--- config.mk ---
export PLATFORM = sky130hd
export DESIGN_NAME = stereo_serial_rx
export DESIGN_NICKNAME = d
export VERILOG_FILES = /design/src/rtl/ssrx_pkg.sv /design/src/rtl/ssrx_ws_track.sv /design/src/rtl/ssrx_word_shift.sv /design/src/rtl/ssrx_frame_latch.sv /design/src/rtl/stereo_serial_rx.sv
export SDC_FILE = /design/constraint.sdc
export NUM_CORES = 1
export LEC_CHECK = 0
export BUFFER_PORTS_ARGS = -buffer_cell sky130_fd_sc_hd__buf_2
export CORE_ASPECT_RATIO = 1.1
export CORE_MARGIN = 2
export CORE_UTILIZATION = 52
export CTS_BUF_LIST = sky130_fd_sc_hd__clkbuf_4
export DETAILED_ROUTE_END_ITERATION = 16
export GPL_TIMING_DRIVEN = 0
export PLACE_DENSITY = 0.74
export SLEW_MARGIN = 20
export SYNTH_ARGS = -nofsm -noshare
export SYNTH_HDL_FRONTEND = slang
export SYNTH_SLANG_ARGS = --single-unit
--- constraint.sdc ---
create_clock -name bclk -period 2.7 [get_ports bclk]
set_input_delay 0.135 -clock bclk [delete_from_list [all_inputs] [get_ports bclk]]
set_output_delay 0.135 -clock bclk [all_outputs]
set_load 0.02 [all_outputs]
--- src/rtl/ssrx_pkg.sv ---
package ssrx_pkg;

  localparam int unsigned SSRX_WORD_W = 16;

  typedef enum logic {
    CH_RIGHT = 1'b0,
    CH_LEFT  = 1'b1
  } ch_sel_e;

endpackage

--- src/rtl/ssrx_ws_track.sv ---
module ssrx_ws_track (
  input  logic bclk,
  input  logic rst_n,
  input  logic ws_in,
  output logic ws_q,
  output logic ws_rise,
  output logic ws_fall,
  output logic boundary
);

  always_ff @(posedge bclk or negedge rst_n) begin
    if (!rst_n) ws_q <= 1'b0;
    else        ws_q <= ws_in;
  end

  assign ws_rise  = ws_in & ~ws_q;
  assign ws_fall  = ~ws_in & ws_q;
  assign boundary = ws_rise | ws_fall;


  rise_not_repeated_chk: assert property (@(posedge bclk) disable iff (!rst_n)
    ws_rise |=> !ws_rise);

endmodule

--- src/rtl/ssrx_word_shift.sv ---
module ssrx_word_shift #(
  parameter int unsigned WORD_W = ssrx_pkg::SSRX_WORD_W
) (
  input  logic              bclk,
  input  logic              rst_n,
  input  logic              sd_in,
  input  logic              boundary,
  output logic [WORD_W-1:0] shreg
);

  function automatic logic [WORD_W-1:0] push_bit(input logic [WORD_W-1:0] w, input logic b);
    return {w[WORD_W-2:0], b};
  endfunction

  function automatic logic [WORD_W-1:0] seed_bit(input logic b);
    logic [WORD_W-1:0] s;
    s    = '0;
    s[0] = b;
    return s;
  endfunction

  always_ff @(posedge bclk or negedge rst_n) begin
    if (!rst_n)        shreg <= '0;
    else if (boundary) shreg <= seed_bit(sd_in);
    else               shreg <= push_bit(shreg, sd_in);
  end


  fresh_word_top_clear_chk: assert property (@(posedge bclk) disable iff (!rst_n)
    boundary |=> (shreg[WORD_W-1:1] == '0));

endmodule

--- src/rtl/ssrx_frame_latch.sv ---
module ssrx_frame_latch #(
  parameter int unsigned WORD_W = ssrx_pkg::SSRX_WORD_W
) (
  input  logic              bclk,
  input  logic              rst_n,
  input  logic              ws_rise,
  input  logic              ws_fall,
  input  logic [WORD_W-1:0] shreg,
  output logic [WORD_W-1:0] left_out,
  output logic [WORD_W-1:0] right_out,
  output logic              load_pulse
);
  import ssrx_pkg::*;

  logic [WORD_W-1:0] left_in;
  logic [WORD_W-1:0] right_in;
  ch_sel_e           done_ch;
  logic              commit;

  assign commit  = ws_rise | ws_fall;
  assign done_ch = ws_fall ? CH_LEFT : CH_RIGHT;

  always_ff @(posedge bclk or negedge rst_n) begin
    if (!rst_n) begin
      left_in  <= '0;
      right_in <= '0;
    end else if (commit) begin
      if (done_ch == CH_LEFT) left_in  <= shreg;
      else                    right_in <= shreg;
    end
  end

  always_ff @(posedge bclk or negedge rst_n) begin
    if (!rst_n) begin
      left_out   <= '0;
      right_out  <= '0;
      load_pulse <= 1'b0;
    end else begin
      load_pulse <= ws_rise;
      if (ws_rise) begin
        left_out  <= left_in;
        right_out <= shreg;
      end
    end
  end


  left_commit_chk: assert property (@(posedge bclk) disable iff (!rst_n)
    ws_fall |=> (left_in == $past(shreg)));


  strobe_single_cycle_chk: assert property (@(posedge bclk) disable iff (!rst_n)
    load_pulse |=> !load_pulse);


  outputs_hold_chk: assert property (@(posedge bclk) disable iff (!rst_n)
    !load_pulse |-> ($stable(left_out) && $stable(right_out)));


  right_in_follows_chk: assert property (@(posedge bclk) disable iff (!rst_n)
    load_pulse |=> (right_in == $past(right_out)));

endmodule

--- src/rtl/stereo_serial_rx.sv ---
module stereo_serial_rx #(
  parameter int unsigned WORD_W = ssrx_pkg::SSRX_WORD_W
) (
  input  logic              bclk,
  input  logic              rst_n,
  input  logic              ws_in,
  input  logic              sd_in,
  output logic [WORD_W-1:0] left_out,
  output logic [WORD_W-1:0] right_out,
  output logic              load_pulse
);

  logic              ws_q;
  logic              ws_rise;
  logic              ws_fall;
  logic              boundary;
  logic [WORD_W-1:0] shreg;

  ssrx_ws_track u_ws (
    .bclk     (bclk),
    .rst_n    (rst_n),
    .ws_in    (ws_in),
    .ws_q     (ws_q),
    .ws_rise  (ws_rise),
    .ws_fall  (ws_fall),
    .boundary (boundary)
  );

  ssrx_word_shift #(.WORD_W(WORD_W)) u_shift (
    .bclk     (bclk),
    .rst_n    (rst_n),
    .sd_in    (sd_in),
    .boundary (boundary),
    .shreg    (shreg)
  );

  ssrx_frame_latch #(.WORD_W(WORD_W)) u_latch (
    .bclk       (bclk),
    .rst_n      (rst_n),
    .ws_rise    (ws_rise),
    .ws_fall    (ws_fall),
    .shreg      (shreg),
    .left_out   (left_out),
    .right_out  (right_out),
    .load_pulse (load_pulse)
  );


  strobe_after_high_chk: assert property (@(posedge bclk) disable iff (!rst_n)
    load_pulse |-> ws_q);


  reset_clear_chk: assert property (@(posedge bclk)
    !rst_n |-> (left_out == '0 && right_out == '0 && !load_pulse));

endmodule

### Word-level counts from Yosys, hierarchy flattened

Index checks and enable logic that the tools add are counted.

* output and inout port bits: 33
* bits of input ports: 4
* flip-flop bits (word level): 66

* bitwise gates (word level): 5
* mux-type cells: 2
* reductions and logical operators: 1

Operator list (count)
* $mux 16: 1
* $and 1x1->1: 2
* $not 1->1: 2
* $reduce_and 2->1: 1
* $mux 1: 1
* $or 1x1->1: 1

### Logic depth before layout (Yosys ltp)

Gate-level depths: netlist of the first run.

* depth in word-level cells: 4
* depth in mapped cells: 5
* mapped depth without buffers: 3

### Modules after synthesis

Synthesis of the first run repeated with hierarchy kept, for this count alone.

* cell total of the unflattened synthesis: 141
* area, all modules: 2613.8 um2

Modules (own cells, without submodules)
* ssrx_frame_latch: area an instance 2019.4 um2, instances 1, seq. area each 1226.2 um2, cells an instance 103
* ssrx_word_shift: area an instance 533.0 um2, instances 1, seq. area each 400.4 um2, cells an instance 32
* ssrx_ws_track: area an instance 61.3 um2, instances 1, seq. area each 25.0 um2, cells an instance 6

### Worst setup path before layout of the first run

Ideal clock, no wire load.

* kind: reg2reg
* start point: register u_ws.ws_q
* end point: register u_latch.left_out[0]
* setup time: 125 ps
* path slack: 1448 ps
* cell stages (with the launch flop): 6
* path buffers: 2
* period minus slack after synthesis: 1252 ps
* arrival: 1127 ps
* cells stage by stage: dfrtp_1 -> inv_1 -> ha_1 -> buf_6 -> buf_12 -> mux2_4

* word-level cells in the longest chain between the ends: 2

RTL lines
* from (decl): RTL line ssrx_ws_track.sv:5 `output logic ws_q,`
* from (signal assigned): RTL line ssrx_ws_track.sv:13 `else ws_q <= ws_in;`
* $not 1->1: RTL line ssrx_ws_track.sv:16 `assign ws_rise = ws_in & ~ws_q;`
* $and 1x1->1: RTL line ssrx_ws_track.sv:16
* via u_latch.ws_rise: RTL line ssrx_frame_latch.sv:6 `input logic ws_rise,`
* to (signal assigned): RTL line ssrx_frame_latch.sv:41 `left_out <= left_in;`
* to (decl): RTL line ssrx_frame_latch.sv:9 `output logic [WORD_W-1:0] left_out,`

The timed path passes the listed nets, and every way through them passes these cells.
A chain may end at the register's enable or synchronous reset.

### Worst setup path after layout of the first run

* start point: register u_ws.ws_q
* end point: register u_latch.left_out[13]

Same word-level chain as after synthesis.

==> run metrics, run 1 <==
outcome=finished clean; DR vias=1241; share of the synthesized area in the top cell type=approximately 64%; Root Buffer=clkbuf_4; clk sinks=66; Core Area=0.004717 mm2; die area=0.005532 mm2; Hold WS=around 360 ps; DR vias/cell=4.944; wire per inst=16.67 um; Least-Margin Pin Slew=782.1 ps; Final Power=2.039 mW; fin crit share=between 50% and 60%; most frequent cell after synthesis=dfrtp_1; flops & latches, synth=66; dominant synthesized flop cell=dfrtp_1; Post-CTS Setup Inserts=0; Final Routed Wirelength=4185 um; FF-to-FF path depth=5; min Tclk post-route=1366 ps; DR DRC count=0; Data arrival, critical path=about 1700 ps; CP Class=reg -> reg; hold buffer count at cts=3; First DRT Iteration DRCs=25; total gr overflow=0; GP Congestion=0.7241; largest cells by area after synthesis=dfrtp_1 (64%), mux2_4 (23%), and2_1 (3.6%); IO buf count=36; EDFF count, synth=0; GRT Overall Usage=17.41%; vias in the first global route=~1400; Vert. Die Dim=77.81 um; Ys Warns=0; Post-synth top cells=dfrtp_1 (66), mux2_4 (40), and2_1 (15); FMAX=731.9 MHz; # nets final=196; Synth area leader=dfrtp_1; Crit Path Max Fanout=10; clock tree buffer depth=2; relative slew slack=47.86%; largest net degree at the start of global routing=67; # setup viols final=0; first-pass GRT wire length=7113 um; share of cells above drive strength 1=54.36%; sequential fraction of the synthesis area=64.14%; Core Rows=26; die width=71.10 um; final hold vios=0; net count after synthesis=146; io pins=37; setup TNS=0 ps; area grow syn2layout=18.17%; Clk pin slew, worst setup/hold paths=around 110 ps; cell area power density=670.1 mW/mm2; Final ANT Viol Nets=0; Max Cap Viol=0; Synth Instances=140; startpoint class of the critical path=flop; Avg Cell Area, Syn=18.39 um2; Worst Setup End Kind=flop; H-tree levels=3; max-slew violations=0; Placed Area=0.002828 mm2; ant diodes=0; cell leakage power=1.645 nW; FF-to-FF setup slack=1330 ps; Skew-Pair Late Insertion Delay=400 ps; Peak VDD IR=0.3236 mV; Critical Path RT=~3000 ps; CTS buffer count=9; Final Cell Area=0.003043 mm2; initial antenna violation count=0; HP Class=in -> async; clk_skew=around 15 ps; CTS tree=done; TritonRoute pass-1 iters=4; post-cts resize count=0; synth unique cells=9; synthesized cell area=0.002575 mm2; hpwl dp=2754 um; unrepaired setup endpoints after global routing=false; Post-synth ARST share=100.0%; Initial Util=54.59%
==> path summary, 6_finish.rpt <==
check | from | endpoint
min in group bclk | sd_in | u_shift.shreg[0]
worst min-delay path | rst_n | u_latch.left_in[12]
max in group asynchronous | rst_n | u_latch.left_out[15]
worst min register to register | u_latch.left_out[6] | u_latch.left_out[6]
worst max-delay path | u_ws.ws_q | u_latch.left_out[13]
worst max register to register | u_ws.ws_q | u_latch.left_out[13]
==> cells by family (layout without fill, tap and decap cells) <==
logic type                 count (synthesis)  after routing  synth area share [%]
adders and majority gates                  2              2                0.9717
muxes                                     48             48                 26.82
DFF                                       66             66                 64.14
and+or+nand+nor                           15             15                 3.644
buffers and inverters                      9             64                 4.422
==> layer usage <==
layer	vias to the layer above	GRT usage, %	share of wire (%)	wire length, um
met4	0	10.19	2.3	97
met3	10	4.545	3.8	161
li1	576	-	-	-
met5	-	0	0	0
met1	625	23.45	47	1980
met2	30	25.42	46	1945
==> power breakdown <==
part / switching [mW] / total (mW) / internal [mW]
sequential: 0.0193 / 1.04 / 1.02
clock: 0.354 / 0.822 / 0.469
combinational: 0.0932 / 0.175 / 0.0816
total: 0.466 / 2.04 / 1.57
==> cell usage in the layout, fill, tap and decap left out, types with 3 or more instances in the layout <==
| master | n |
|---|---|
| mux2_2 | 8 |
| mux2_4 | 40 |
| dfrtp_1 | 66 |
| clkbuf_4 | 9 |
| bufinv_16 | 3 |
| buf_2 | 35 |
| buf_12 | 4 |
| and2_1 | 15 |
| dlygate4sd3_1 | 3 |
==> critical path, stage by stage (launching register included) <==
cell     delay [ps]
dfrtp_1         390
inv_1            60
ha_1            180
buf_6           160
buf_12          160
mux2_4          300
==> through the flow <==
step / setup slack, ps / instances / utilization, %
3_5_place_dp: 1326 / 232 / 59.95
3_3_place_gp: 1363 / 232 / 59.89
4_1_cts: 1313 / 251 / 64.51
5_1_grt: 1252 / 251 / 64.51
2_1_floorplan: 1448 / 140 / -
6_report: 1334 / 251 / 64.51
==> sequential cells by signal (all words and copies together), names as in the netlist <==
signal / count
u_latch.left_in: 16
u_latch.left_out: 16
u_latch.right_out: 16
u_shift.shreg: 16
u_latch.load_pulse: 1
u_ws.ws_q: 1
==> area by class of cell <==
| type | count | area, um2 |
|---|---|---|
| fillers | 323 | 1674 |
| flip-flops and latches | 66 | 1652 |
| multi-input cells | 65 | 809.5 |
| repair buffers | 39 | 212.7 |
| clock inverters | 7 | 117.6 |
| plain buffers | 7 | 106.4 |
| well taps | 56 | 70.07 |
| clock buffers | 9 | 67.56 |
| inverters | 2 | 7.507 |
Power figures use the tool's default switching activity.
==> run 2, diff against run 1 <==
==> constraint.sdc (replaced) <==
create_clock -name bclk -period 1.4 [get_ports bclk]
set_input_delay 0.07 -clock bclk [delete_from_list [all_inputs] [get_ports bclk]]
set_output_delay 0.07 -clock bclk [all_outputs]
set_load 0.02 [all_outputs]
==> run 2 against run 1 <==
Against the previous run: die area unchanged; combinational power up 110%; critical path type unchanged; clock power up 93%; wire length up 1.4%; largest power group unchanged; clock-buffer cell count unchanged; worst setup slack worse by 1300 ps; critical endpoint is now u_latch.left_out[9]; via count up 1.8%; critical path depth unchanged.
==> run metrics, run 2 (same netlist as run 1, synthesis figures left out) <==
Final ANT Viol Nets=0 (unchanged); Reg area=0.001652 mm2 (unchanged); H-tree levels=3 (unchanged); first-pass GRT wire length=7113 um (unchanged); fillcell total=312 (was 323); Worst Setup End Kind=flop (unchanged); final hold vios=0 (unchanged); reg-to-reg startpoint=u_ws.ws_q (unchanged); clock tree buffer depth=2 (unchanged); DR DRC count=0 (unchanged); HP Class=in -> async (unchanged); die width=71.10 um (unchanged); CP Class=reg -> reg (unchanged); Placed Area=0.002828 mm2 (unchanged); vias in the first global route=1368 (unchanged); Final Cell Area=0.003120 mm2 (was 0.003043 mm2); Crit Path Max Fanout=10 (unchanged); Reg-to-Reg End=u_latch.left_out[9] (was u_latch.left_out[13]); Skew-Pair Late Insertion Delay=400 ps (about the same); Core Rows=26 (unchanged); largest net degree at the start of global routing=67 (unchanged); multi-input logic area=822.0 um2 (was 809.5 um2); FF-to-FF setup slack=60 ps (was 1330 ps); relative slew slack=47.87% (was 47.86%); # nets final=199 (was 196); FF-to-FF path depth=5 (unchanged); clk sinks=66 (unchanged); Initial Util=54.59% (unchanged); area grow syn2layout=21.19% (was 18.17%); ant diodes=0 (unchanged); FMAX=745.4 MHz (was 731.9 MHz); # setup viols final=0 (unchanged); setup TNS=0 ps (unchanged); hpwl dp=2754 um (unchanged); CTS tree=done (unchanged); most common cell after layout, fill and taps aside=dfrtp_1 (unchanged); initial antenna violation count=0 (unchanged); First DRT Iteration DRCs=40 (was 25); most frequent cells in the layout=dfrtp_1 (66), mux2_4 (40), buf_2 (35) (unchanged); cell area power density=1267 mW/mm2 (was 670.1 mW/mm2); unrepaired setup endpoints after global routing=false (unchanged); max-slew violations=0 (unchanged); Final Routed Wirelength=4243 um (was 4185 um); GRT Overall Usage=17.41% (unchanged); cell leakage power=1.678 nW (was 1.645 nW); Critical Path RT=1690 ps (was 2990 ps); CTS buffer count=9 (unchanged); Root Buffer=clkbuf_4 (unchanged); DR vias/cell=4.972 (was 4.944); io pins=37 (unchanged); Clk pin slew, worst setup/hold paths=110 ps (about the same); Core Area=0.004717 mm2 (unchanged); Vert. Die Dim=77.81 um (unchanged); IO buf count=36 (unchanged); DR vias=1263 (was 1241); clk_skew=12.46 ps (was 14.86 ps); die area=0.005532 mm2 (unchanged); total gr overflow=0 (unchanged); fin crit share=95.82% (was 50.60%); startpoint class of the critical path=flop (unchanged); outcome=finished clean (unchanged); Least-Margin Pin Slew=781.9 ps (was 782.1 ps); Data arrival, critical path=1630 ps (was 1650 ps); Peak VDD IR=0.6249 mV (was 0.3236 mV); GP Congestion=0.7241 (unchanged); TritonRoute pass-1 iters=5 (was 4); wire per inst=16.70 um (was 16.67 um); Max Cap Viol=0 (unchanged); min Tclk post-route=1342 ps (was 1366 ps); share of cells above drive strength 1=56.06% (was 54.36%)
==> run 2: cell type report <==
cell class	count	share of cell area, %
plain buffers	6	3.408
clock buffers	9	2.165
clock inverters	7	3.769
inverters	2	0.2406
multi-input cells	65	26.34
flip-flops and latches	66	52.93
well taps	56	2.245
repair buffers	43	8.901
==> run 2: where the power goes <==
group          internal (mW)  total, mW  switching, mW  leakage [nW]
clock                  0.904       1.59          0.682        0.0999
combinational          0.175      0.360          0.185         0.676
sequential              1.97       2.01         0.0371         0.902
==> run 2: worst max-delay path, cell delays in order (launching register included) <==
cell and delay (ps):
dfrtp_1 400, inv_1 90, ha_4 140, buf_8 150
buf_12 160, mux2_4 300
==> run 2: per-stage QoR <==
stage / cells / hold slack, ps / setup slack, ps / utilization [%] / power, mW
detailed placement: 232 / 179.3 / 26.49 / 59.95 / 2.385
global placement: 232 / 179.6 / 94.51 / 59.89 / 2.370
finish: 254 / 295.2 / 58.50 / 66.15 / 3.954
CTS: 251 / 261.7 / 13.46 / 64.51 / 3.981
global route: 254 / 260.3 / 15.20 / 66.15 / 4.109
floorplan: 140 / -225.6 / 147.6 / - / 2.262
==> run 2: metal layers <==
| layer | wire, um | vias to the layer above | share of wire (%) | global-route usage, % |
|---|---|---|---|---|
| li1 | - | 586 | - | - |
| met3 | 160 | 6 | 3.8 | 4.545 |
| met4 | 76 | 0 | 1.8 | 10.19 |
| met5 | 0 | - | 0 | 0 |
| met1 | 1972 | 641 | 46 | 23.45 |
| met2 | 2033 | 30 | 48 | 25.42 |
==> run 2: what timing repair did <==
item / in CTS / in global routing
hold endpoints to repair: 69 / 0
gates resized for setup: 0 / 3
hold buffers: 3 / 0
endpoints found under the setup margin: 0 / 34
buffers inserted: 0 / 2
==> run 2: worst max-delay path by stage <==
stage	depth (start not counted)	endpoint	startpoint	slack [ps]
floorplan	5	u_latch.left_out[0]	u_ws.ws_q	150
global placement	5	u_latch.right_out[2]	u_ws.ws_q	90
detailed placement	5	u_latch.left_out[0]	u_ws.ws_q	30
CTS	5	u_latch.right_out[13]	u_ws.ws_q	10
global route	5	u_latch.left_out[8]	u_ws.ws_q	20
finish	5	u_latch.left_out[9]	u_ws.ws_q	60
